[src/rtl/bwc_pkg.sv]
package bwc_pkg;

    typedef enum logic [2:0] {
        RG_NONE,
        RG_SFR,
        RG_RAM,
        RG_ROM,
        RG_EXT
    } bwc_region_e;

    typedef enum logic [1:0] {
        S_IDLE,
        S_ADDR,
        S_WAIT,
        S_LAST
    } bwc_state_e;

endpackage

[src/rtl/bwc_cfg_regs.sv]
module bwc_cfg_regs #(
    parameter int N_CS     = 4,
    parameter int CFG_W    = 8,
    parameter int CSW_LSB  = 4,
    parameter int GLOB_BIT = 7
) (
    input  logic             clk,
    input  logic             rst_n,
    input  logic             csctl_we_i,
    input  logic [CFG_W-1:0] csctl_wd_i,
    input  logic             mode_we_i,
    input  logic [CFG_W-1:0] mode_wd_i,
    output logic [N_CS-1:0]  csw_o,
    output logic             glob_o
);

    logic unused_cfg_bits;
    assign unused_cfg_bits = ^{csctl_wd_i, mode_wd_i};

    always_ff @(posedge clk or negedge rst_n) begin
        if (!rst_n) begin
            csw_o  <= '0;
            glob_o <= 1'b0;
        end else begin
            if (csctl_we_i) begin
                csw_o <= csctl_wd_i[CSW_LSB +: N_CS];
            end
            if (mode_we_i) begin
                glob_o <= mode_wd_i[GLOB_BIT];
            end
        end
    end

    // stored wait bits only move on a write
    p_cfg_hold_r9 : assert property (@(posedge clk) disable iff (!rst_n)
        (!csctl_we_i && !mode_we_i) |=> ($stable(csw_o) && $stable(glob_o)));

endmodule

[src/rtl/bwc_addr_decode.sv]
module bwc_addr_decode
    import bwc_pkg::*;
#(
    parameter int                     ADDR_W    = 20,
    parameter int                     N_CS      = 4,
    parameter logic [ADDR_W-1:0]      SFR_LAST  = 20'h003FF,
    parameter logic [ADDR_W-1:0]      RAM_LAST  = 20'h02BFF,
    parameter logic [ADDR_W-1:0]      ROM_FIRST = 20'hE8000,
    parameter logic [N_CS*ADDR_W-1:0] CS_FIRST  = {20'h02C00, 20'h40000, 20'h80000, 20'hC0000},
    parameter logic [N_CS*ADDR_W-1:0] CS_LAST   = {20'h3FFFF, 20'h7FFFF, 20'hBFFFF, 20'hE7FFF}
) (
    input  logic [ADDR_W-1:0] addr_i,
    output bwc_region_e       kind_o,
    output logic [N_CS-1:0]   cs_hit_o
);

    logic [N_CS-1:0] win;
    logic            in_sfr;
    logic            in_ram;
    logic            in_rom;

    genvar gi;
    generate
        for (gi = 0; gi < N_CS; gi++) begin : g_win
            assign win[gi] = (addr_i >= CS_FIRST[gi*ADDR_W +: ADDR_W]) &&
                             (addr_i <= CS_LAST[gi*ADDR_W +: ADDR_W]);
        end
    endgenerate

    assign in_sfr = (addr_i <= SFR_LAST);
    assign in_ram = !in_sfr && (addr_i <= RAM_LAST);
    assign in_rom = (addr_i >= ROM_FIRST);

    always_comb begin
        cs_hit_o = '0;
        if (!in_sfr && !in_ram && !in_rom) begin
            for (int i = N_CS - 1; i >= 0; i--) begin
                if (win[i]) begin
                    cs_hit_o    = '0;
                    cs_hit_o[i] = 1'b1;
                end
            end
        end
    end

    always_comb begin
        if (in_sfr) begin
            kind_o = RG_SFR;
        end else if (in_ram) begin
            kind_o = RG_RAM;
        end else if (in_rom) begin
            kind_o = RG_ROM;
        end else if (|cs_hit_o) begin
            kind_o = RG_EXT;
        end else begin
            kind_o = RG_NONE;
        end
    end

    // at most one window wins the decode
    always_comb begin
        p_hit_onehot_r10 : assert ($onehot0(cs_hit_o));
    end

endmodule

[src/rtl/bwc_len_sel.sv]
module bwc_len_sel
    import bwc_pkg::*;
#(
    parameter int N_CS      = 4,
    parameter int WAIT_CLKS = 1,
    parameter int CNT_W     = 1
) (
    input  bwc_region_e      kind_i,
    input  logic [N_CS-1:0]  cs_hit_i,
    input  logic [N_CS-1:0]  csw_i,
    input  logic             glob_i,
    input  logic [N_CS-1:0]  mux_i,
    output logic [CNT_W-1:0] waits_o,
    output logic             mux_phase_o,
    output logic             rdy_use_o
);

    localparam logic [CNT_W-1:0] WAIT_VAL = CNT_W'(WAIT_CLKS);

    logic sel_w;
    logic sel_mux;

    assign sel_w   = |(cs_hit_i & csw_i);
    assign sel_mux = |(cs_hit_i & mux_i);

    always_comb begin
        waits_o     = '0;
        mux_phase_o = 1'b0;
        rdy_use_o   = 1'b0;
        unique case (kind_i)
            RG_SFR: begin
                waits_o = WAIT_VAL;
            end
            RG_RAM, RG_ROM: begin
                waits_o = glob_i ? WAIT_VAL : '0;
            end
            RG_EXT: begin
                rdy_use_o   = 1'b1;
                mux_phase_o = sel_mux;
                waits_o     = (glob_i || sel_w || sel_mux) ? WAIT_VAL : '0;
            end
            RG_NONE: begin
                waits_o = '0;
            end
        endcase
    end

endmodule

[src/rtl/bwc_seq.sv]
module bwc_seq
    import bwc_pkg::*;
#(
    parameter int N_CS      = 4,
    parameter int WAIT_CLKS = 1,
    parameter int CNT_W     = 1
) (
    input  logic             clk,
    input  logic             rst_n,
    input  logic             req_i,
    input  logic [CNT_W-1:0] waits_i,
    input  logic             mux_phase_i,
    input  logic             rdy_use_i,
    input  logic [N_CS-1:0]  cs_hit_i,
    input  logic             rdy_i,
    output logic [N_CS-1:0]  cs_n_o,
    output logic             active_o,
    output logic             done_o
);

    bwc_state_e       state_q, state_d;
    logic [CNT_W-1:0] cnt_q, cnt_d;
    logic [N_CS-1:0]  cs_q;
    logic             ext_q;
    logic             accept;
    logic             fin;

    assign fin = (state_q == S_LAST) && (!ext_q || rdy_i);

    always_comb begin
        state_d = state_q;
        cnt_d   = cnt_q;
        accept  = 1'b0;
        unique case (state_q)
            S_IDLE: begin
                if (req_i) begin
                    accept = 1'b1;
                    cnt_d  = waits_i;
                    if (mux_phase_i) begin
                        state_d = S_ADDR;
                    end else if (waits_i != '0) begin
                        state_d = S_WAIT;
                    end else begin
                        state_d = S_LAST;
                    end
                end
            end
            S_ADDR: begin
                state_d = (cnt_q != '0) ? S_WAIT : S_LAST;
            end
            S_WAIT: begin
                if (cnt_q <= CNT_W'(1)) begin
                    state_d = S_LAST;
                end else begin
                    cnt_d = cnt_q - CNT_W'(1);
                end
            end
            S_LAST: begin
                if (fin) begin
                    state_d = S_IDLE;
                end
            end
        endcase
    end

    always_ff @(posedge clk or negedge rst_n) begin
        if (!rst_n) begin
            state_q <= S_IDLE;
            cnt_q   <= '0;
            cs_q    <= '0;
            ext_q   <= 1'b0;
        end else begin
            state_q <= state_d;
            cnt_q   <= cnt_d;
            if (accept) begin
                cs_q  <= cs_hit_i;
                ext_q <= rdy_use_i;
            end
        end
    end

    always_comb begin
        active_o = (state_q != S_IDLE);
        done_o   = fin;
        cs_n_o   = active_o ? ~cs_q : '1;
    end

    // idle means quiet strobes and no completion
    p_idle_quiet_r1 : assert property (@(posedge clk) disable iff (!rst_n)
        (state_q == S_IDLE) |-> (&cs_n_o && !done_o));

    // strobes never overlap
    p_cs_onehot_r10 : assert property (@(posedge clk) disable iff (!rst_n)
        $onehot0(~cs_n_o));

    // strobe held for the whole cycle
    p_cs_stable_r10 : assert property (@(posedge clk) disable iff (!rst_n)
        (active_o && !done_o) |=> (active_o && $stable(cs_n_o)));

    // completion leaves one idle clock
    p_done_ends_r11 : assert property (@(posedge clk) disable iff (!rst_n)
        done_o |=> !active_o);

    // a low ready holds the final clock
    p_rdy_stretch_r7 : assert property (@(posedge clk) disable iff (!rst_n)
        (state_q == S_LAST && ext_q && !rdy_i) |=> (state_q == S_LAST));

    // address phase is followed by the wait clock
    generate
        if (WAIT_CLKS > 0) begin : g_mux_chk
            p_addr_then_wait_r6 : assert property (@(posedge clk) disable iff (!rst_n)
                (state_q == S_ADDR) |=> (state_q == S_WAIT));
        end
    endgenerate

endmodule

[src/rtl/bus_wait_ctrl.sv]
module bus_wait_ctrl
    import bwc_pkg::*;
#(
    parameter int                     ADDR_W    = 20,
    parameter int                     N_CS      = 4,
    parameter int                     WAIT_CLKS = 1,
    parameter int                     CFG_W     = 8,
    parameter int                     CSW_LSB   = 4,
    parameter int                     GLOB_BIT  = 7,
    parameter logic [ADDR_W-1:0]      SFR_LAST  = 20'h003FF,
    parameter logic [ADDR_W-1:0]      RAM_LAST  = 20'h02BFF,
    parameter logic [ADDR_W-1:0]      ROM_FIRST = 20'hE8000,
    parameter logic [N_CS*ADDR_W-1:0] CS_FIRST  = {20'h02C00, 20'h40000, 20'h80000, 20'hC0000},
    parameter logic [N_CS*ADDR_W-1:0] CS_LAST   = {20'h3FFFF, 20'h7FFFF, 20'hBFFFF, 20'hE7FFF}
) (
    input  logic              clk,
    input  logic              rst_n,
    input  logic              req_i,
    input  logic [ADDR_W-1:0] addr_i,
    input  logic              csctl_we_i,
    input  logic [CFG_W-1:0]  csctl_wd_i,
    input  logic              mode_we_i,
    input  logic [CFG_W-1:0]  mode_wd_i,
    input  logic [N_CS-1:0]   bus_mux_i,
    input  logic              rdy_i,
    output logic [N_CS-1:0]   cs_n_o,
    output logic              active_o,
    output logic              done_o
);

    localparam int CNT_W = (WAIT_CLKS < 1) ? 1 : $clog2(WAIT_CLKS + 1);

    logic [N_CS-1:0]  csw;
    logic             glob;
    bwc_region_e      kind;
    logic [N_CS-1:0]  cs_hit;
    logic [CNT_W-1:0] waits;
    logic             mux_phase;
    logic             rdy_use;

    bwc_cfg_regs #(
        .N_CS     (N_CS),
        .CFG_W    (CFG_W),
        .CSW_LSB  (CSW_LSB),
        .GLOB_BIT (GLOB_BIT)
    ) u_cfg (
        .clk        (clk),
        .rst_n      (rst_n),
        .csctl_we_i (csctl_we_i),
        .csctl_wd_i (csctl_wd_i),
        .mode_we_i  (mode_we_i),
        .mode_wd_i  (mode_wd_i),
        .csw_o      (csw),
        .glob_o     (glob)
    );

    bwc_addr_decode #(
        .ADDR_W    (ADDR_W),
        .N_CS      (N_CS),
        .SFR_LAST  (SFR_LAST),
        .RAM_LAST  (RAM_LAST),
        .ROM_FIRST (ROM_FIRST),
        .CS_FIRST  (CS_FIRST),
        .CS_LAST   (CS_LAST)
    ) u_dec (
        .addr_i   (addr_i),
        .kind_o   (kind),
        .cs_hit_o (cs_hit)
    );

    bwc_len_sel #(
        .N_CS      (N_CS),
        .WAIT_CLKS (WAIT_CLKS),
        .CNT_W     (CNT_W)
    ) u_len (
        .kind_i      (kind),
        .cs_hit_i    (cs_hit),
        .csw_i       (csw),
        .glob_i      (glob),
        .mux_i       (bus_mux_i),
        .waits_o     (waits),
        .mux_phase_o (mux_phase),
        .rdy_use_o   (rdy_use)
    );

    bwc_seq #(
        .N_CS      (N_CS),
        .WAIT_CLKS (WAIT_CLKS),
        .CNT_W     (CNT_W)
    ) u_seq (
        .clk         (clk),
        .rst_n       (rst_n),
        .req_i       (req_i),
        .waits_i     (waits),
        .mux_phase_i (mux_phase),
        .rdy_use_i   (rdy_use),
        .cs_hit_i    (cs_hit),
        .rdy_i       (rdy_i),
        .cs_n_o      (cs_n_o),
        .active_o    (active_o),
        .done_o      (done_o)
    );

endmodule

[config.mk]
export PLATFORM = sky130hd
export DESIGN_NAME = bus_wait_ctrl
export DESIGN_NICKNAME = d
export VERILOG_FILES = /design/src/rtl/bwc_pkg.sv /design/src/rtl/bwc_cfg_regs.sv /design/src/rtl/bwc_addr_decode.sv /design/src/rtl/bwc_len_sel.sv /design/src/rtl/bwc_seq.sv /design/src/rtl/bus_wait_ctrl.sv
export SDC_FILE = /design/constraint.sdc
export NUM_CORES = 1
export LEC_CHECK = 0
export BUFFER_PORTS_ARGS = -buffer_cell sky130_fd_sc_hd__buf_2
export CAP_MARGIN = 20
export CORE_MARGIN = 5
export CORE_UTILIZATION = 42
export DETAILED_ROUTE_END_ITERATION = 12
export GPL_ROUTABILITY_DRIVEN = 0
export PLACE_DENSITY = 0.79
export SLEW_MARGIN = 20
export SYNTH_ARGS = -nofsm -noshare
export SYNTH_HDL_FRONTEND = slang
export SYNTH_HIERARCHICAL = 1
export SYNTH_SLANG_ARGS = --single-unit
[constraint.sdc]
create_clock -name clk -period 2.1 [get_ports clk]
set_clock_uncertainty 0.1 [all_clocks]
set_input_delay 0.21 -clock clk [delete_from_list [all_inputs] [get_ports clk]]
set_output_delay 0.21 -clock clk [all_outputs]
set_load 0.02 [all_outputs]
==> impl_metrics.tcl <==
set metrics [dict create \
    ctsHtreeMaxLevel 1 \
    yosys_warnings 6 \
    swShare_pct 38.8 \
    layout-drive-gt1-share_pct 50.4 \
    crit_required_ps 2160 \
    async_flop_share_pct 100 \
    status "completed" \
    start_util_pct 43.4 \
    synth_area_um2 835 \
    cts_sinks 13 \
    place.port_buffers 30 \
    slowest_stage "or4_4" \
    core_um2 1920 \
    drtPass1Iterations 4 \
    cp-start-kind "input pin" \
    arrival_ps 2060 \
    synthAdderAreaFrac_pct 7.50 \
    post_drt_wl_per_cell_um 11.8 \
    p_int_mw 0.656 \
    irDropWorstVdd_mv 0.524 \
    clock_path_buffers 2 \
    grt_use_total_pct 14.3 \
    total_power_mw 1.07 \
    muxShareOfSynthArea_pct 18.4 \
    diodes 0 \
    cts_tree "built" \
    cts_root_buffer "clkbuf_4" \
    pwr-share-comb_pct 49.4 \
    grt_pass1_wl_um 3020 \
    p_per_area_nw_per_um2 955 \
    setup_violations 0 \
    grt_pass1_vias 779 \
    drv_slew 0 \
    dpl.hpwl_um 1480 \
    synthSimpleGateAreaFrac_pct 14.8 \
    via_count 746 \
    grt_max_degree 14 \
    synth_cells 77 \
    final_cell_mix "buf_2 (30), dfrtp_1 (13), mux2_2 (10)" \
    synth.avg_cell_area_um2 10.8 \
    switchingPower_mw 0.416 \
    fin_crit_sh_pct 95.4 \
    ys_seq_elements 13 \
    relSlewSlack_pct 76.1 \
    hold_violations 0 \
    fp-row-count 16 \
    drt_iter0_drc 7 \
    placed_cells 143 \
    crit_chain "buf_2, or4_4, a211oi_4, a21o_1, nor2_2, and2_1, and2_1, inv_1, a32oi_1, mux2_1" \
    synth_top_family_by_area "multiplexers" \
    die_w_um 54.6 \
    synth_flop_cell "dfrtp_1" \
    synth_compound_area_share_pct 17.1 \
    pwr-share-clk_pct 13.9 \
    dieArea_um2 2980 \
    fillCellCount 180 \
    antenna_found_initial 0 \
    synth_xor_area_share_pct 0 \
    period_needed_ps 2000 \
    postRouteAntennaNets 0 \
    ys_types 35 \
    gr-total-overflow 0 \
    tightest_slew_ps 355 \
    slowest_delay_ps 560 \
    drc 0 \
    syn_to_final_growth_pct 34.5 \
    synthesis.nets 128 \
    crit_type "in -> reg" \
    path_common_cell "and2_1" \
    power_frac_seq_pct 36.7 \
    clk_pin_slew_ps 70 \
    final_common_cell "buf_2" \
    final_util_pct 58.4 \
    cap_violations 0 \
    clkLatencyLatePin_ps 270 \
    cp-end-kind "flip-flop" \
    drt_wl_total_um 1740 \
    rsz0062_at_grt "false" \
    vias_per_cell 5.04 \
    synth_enable_flop_cells 0 \
    ios 52 \
    cts_made_buffers 3 \
    clock.fmax_mhz 499 \
    p_leak_nw 0.551 \
    synth-seq-area-share_pct 39.0 \
    nets 173 \
    fp.dieH_um 54.6 \
    crit_path_max_fanout 3 \
    final_cells 148 \
    cts_resized 0 \
    hp-class "in -> reg" \
]
-- critical path, delay by kind of cell --
| kind | cells | cell delay [ps] |
|---|---|---|
| AND/OR/NAND/NOR | 4 | 910 |
| AO/OA/AOI/OAI | 3 | 490 |
| multiplexers | 1 | 290 |
| buffers and inverters | 2 | 160 |
-- state kept, by name, summed over array words and instances, names as in the netlist --
register,count
u_seq/cnt_q,1
u_cfg/csw_o,4
u_seq/cs_q,4
u_cfg/glob_o,1
u_seq/ext_q,1
u_seq/state_q,2
-- routing by layer --
layer | track usage [%] | vias to the layer above | wire length (um)
li1 | - | 370 | -
met1 | 15.1 | 352 | 739
met2 | 25.1 | 20 | 870
met3 | 5.72 | 4 | 107
met4 | 5.39 | 0 | 22
met5 | 0 | - | 0
-- cells by family (layout without fill, tap and decap cells) --
group                      Yosys count  count (layout)
muxes                               14              14
DFF                                 13              13
and+or+nand+nor                     22              22
adders and majority gates            5               5
AOI/OAI and AO/OA                   16              16
buffers and inverters                7              51
-- layout make-up --
cell class	count	area (um^2)	area share, %
multi-input cells	57	483	43.0
flip-flops and latches	13	325	29.0
repair buffers	40	228	20.3
well taps	27	33.8	3.01
clock buffers	4	26.3	2.34
inverters	7	26.3	2.34
-- cell usage after synthesis, types with 2 or more instances --
cell type | number | share of area (%)
a22oi_1 | 3 | 2.7
and2_1 | 2 | 1.5
dfrtp_1 | 13 | 39
ha_1 | 5 | 7.5
inv_1 | 6 | 2.7
mux2_2 | 10 | 13
mux2i_1 | 3 | 3.6
nand2_1 | 6 | 2.7
nor2_1 | 2 | 0.90
nor2b_1 | 2 | 1.5
-- final timing paths --
path                                   from                to  slack (ps)  cells after the start
max                              addr_i[16]  u_seq/state_q[0]         100                     10
min                            mode_wd_i[7]      u_cfg/glob_o          60                      2
max reg2reg                u_seq/state_q[0]  u_seq/state_q[0]         530                      5
min reg2reg                     u_seq/cnt_q       u_seq/cnt_q         410                      2
max in group asynchronous             rst_n    u_cfg/csw_o[2]        1430                      2
min in group asynchronous             rst_n     u_seq/cs_q[0]         240                      2
-- repair_timing --
item,4_1_cts,5_1_grt
endpoints found under the hold margin,13,0
hold buffers,1,0
setup buffers,0,0
-- metrics by stage --
| step | instance area [um^2] | setup TNS (ps) | hold WS [ps] | setup WS [ps] |
|---|---|---|---|---|
| 2_1_floorplan | 835 | 0 | -186 | 45.6 |
| 3_3_place_gp | 1090 | -172 | 2.39 | -162 |
| 3_5_place_dp | 1090 | -261 | 11.5 | -192 |
| 4_1_cts | 1120 | 0 | 54.0 | 104 |
| 5_1_grt | 1120 | 0 | 37.4 | 19.0 |
| 6_report | 1120 | 0 | 64.5 | 97.5 |
-- power by group through the flow --
| stage | clock network [mW] | registers [mW] | logic (mW) |
|---|---|---|---|
| 5_1_grt | 0.181 | 0.404 | 0.583 |
| 6_report | 0.148 | 0.394 | 0.529 |
| 3_3_place_gp | 0 | 0.392 | 0.509 |
| 3_5_place_dp | 0 | 0.398 | 0.528 |
| 2_1_floorplan | 0 | 0.380 | 0.377 |
| 4_1_cts | 0.158 | 0.392 | 0.534 |
Power figures use the tool's default switching activity.
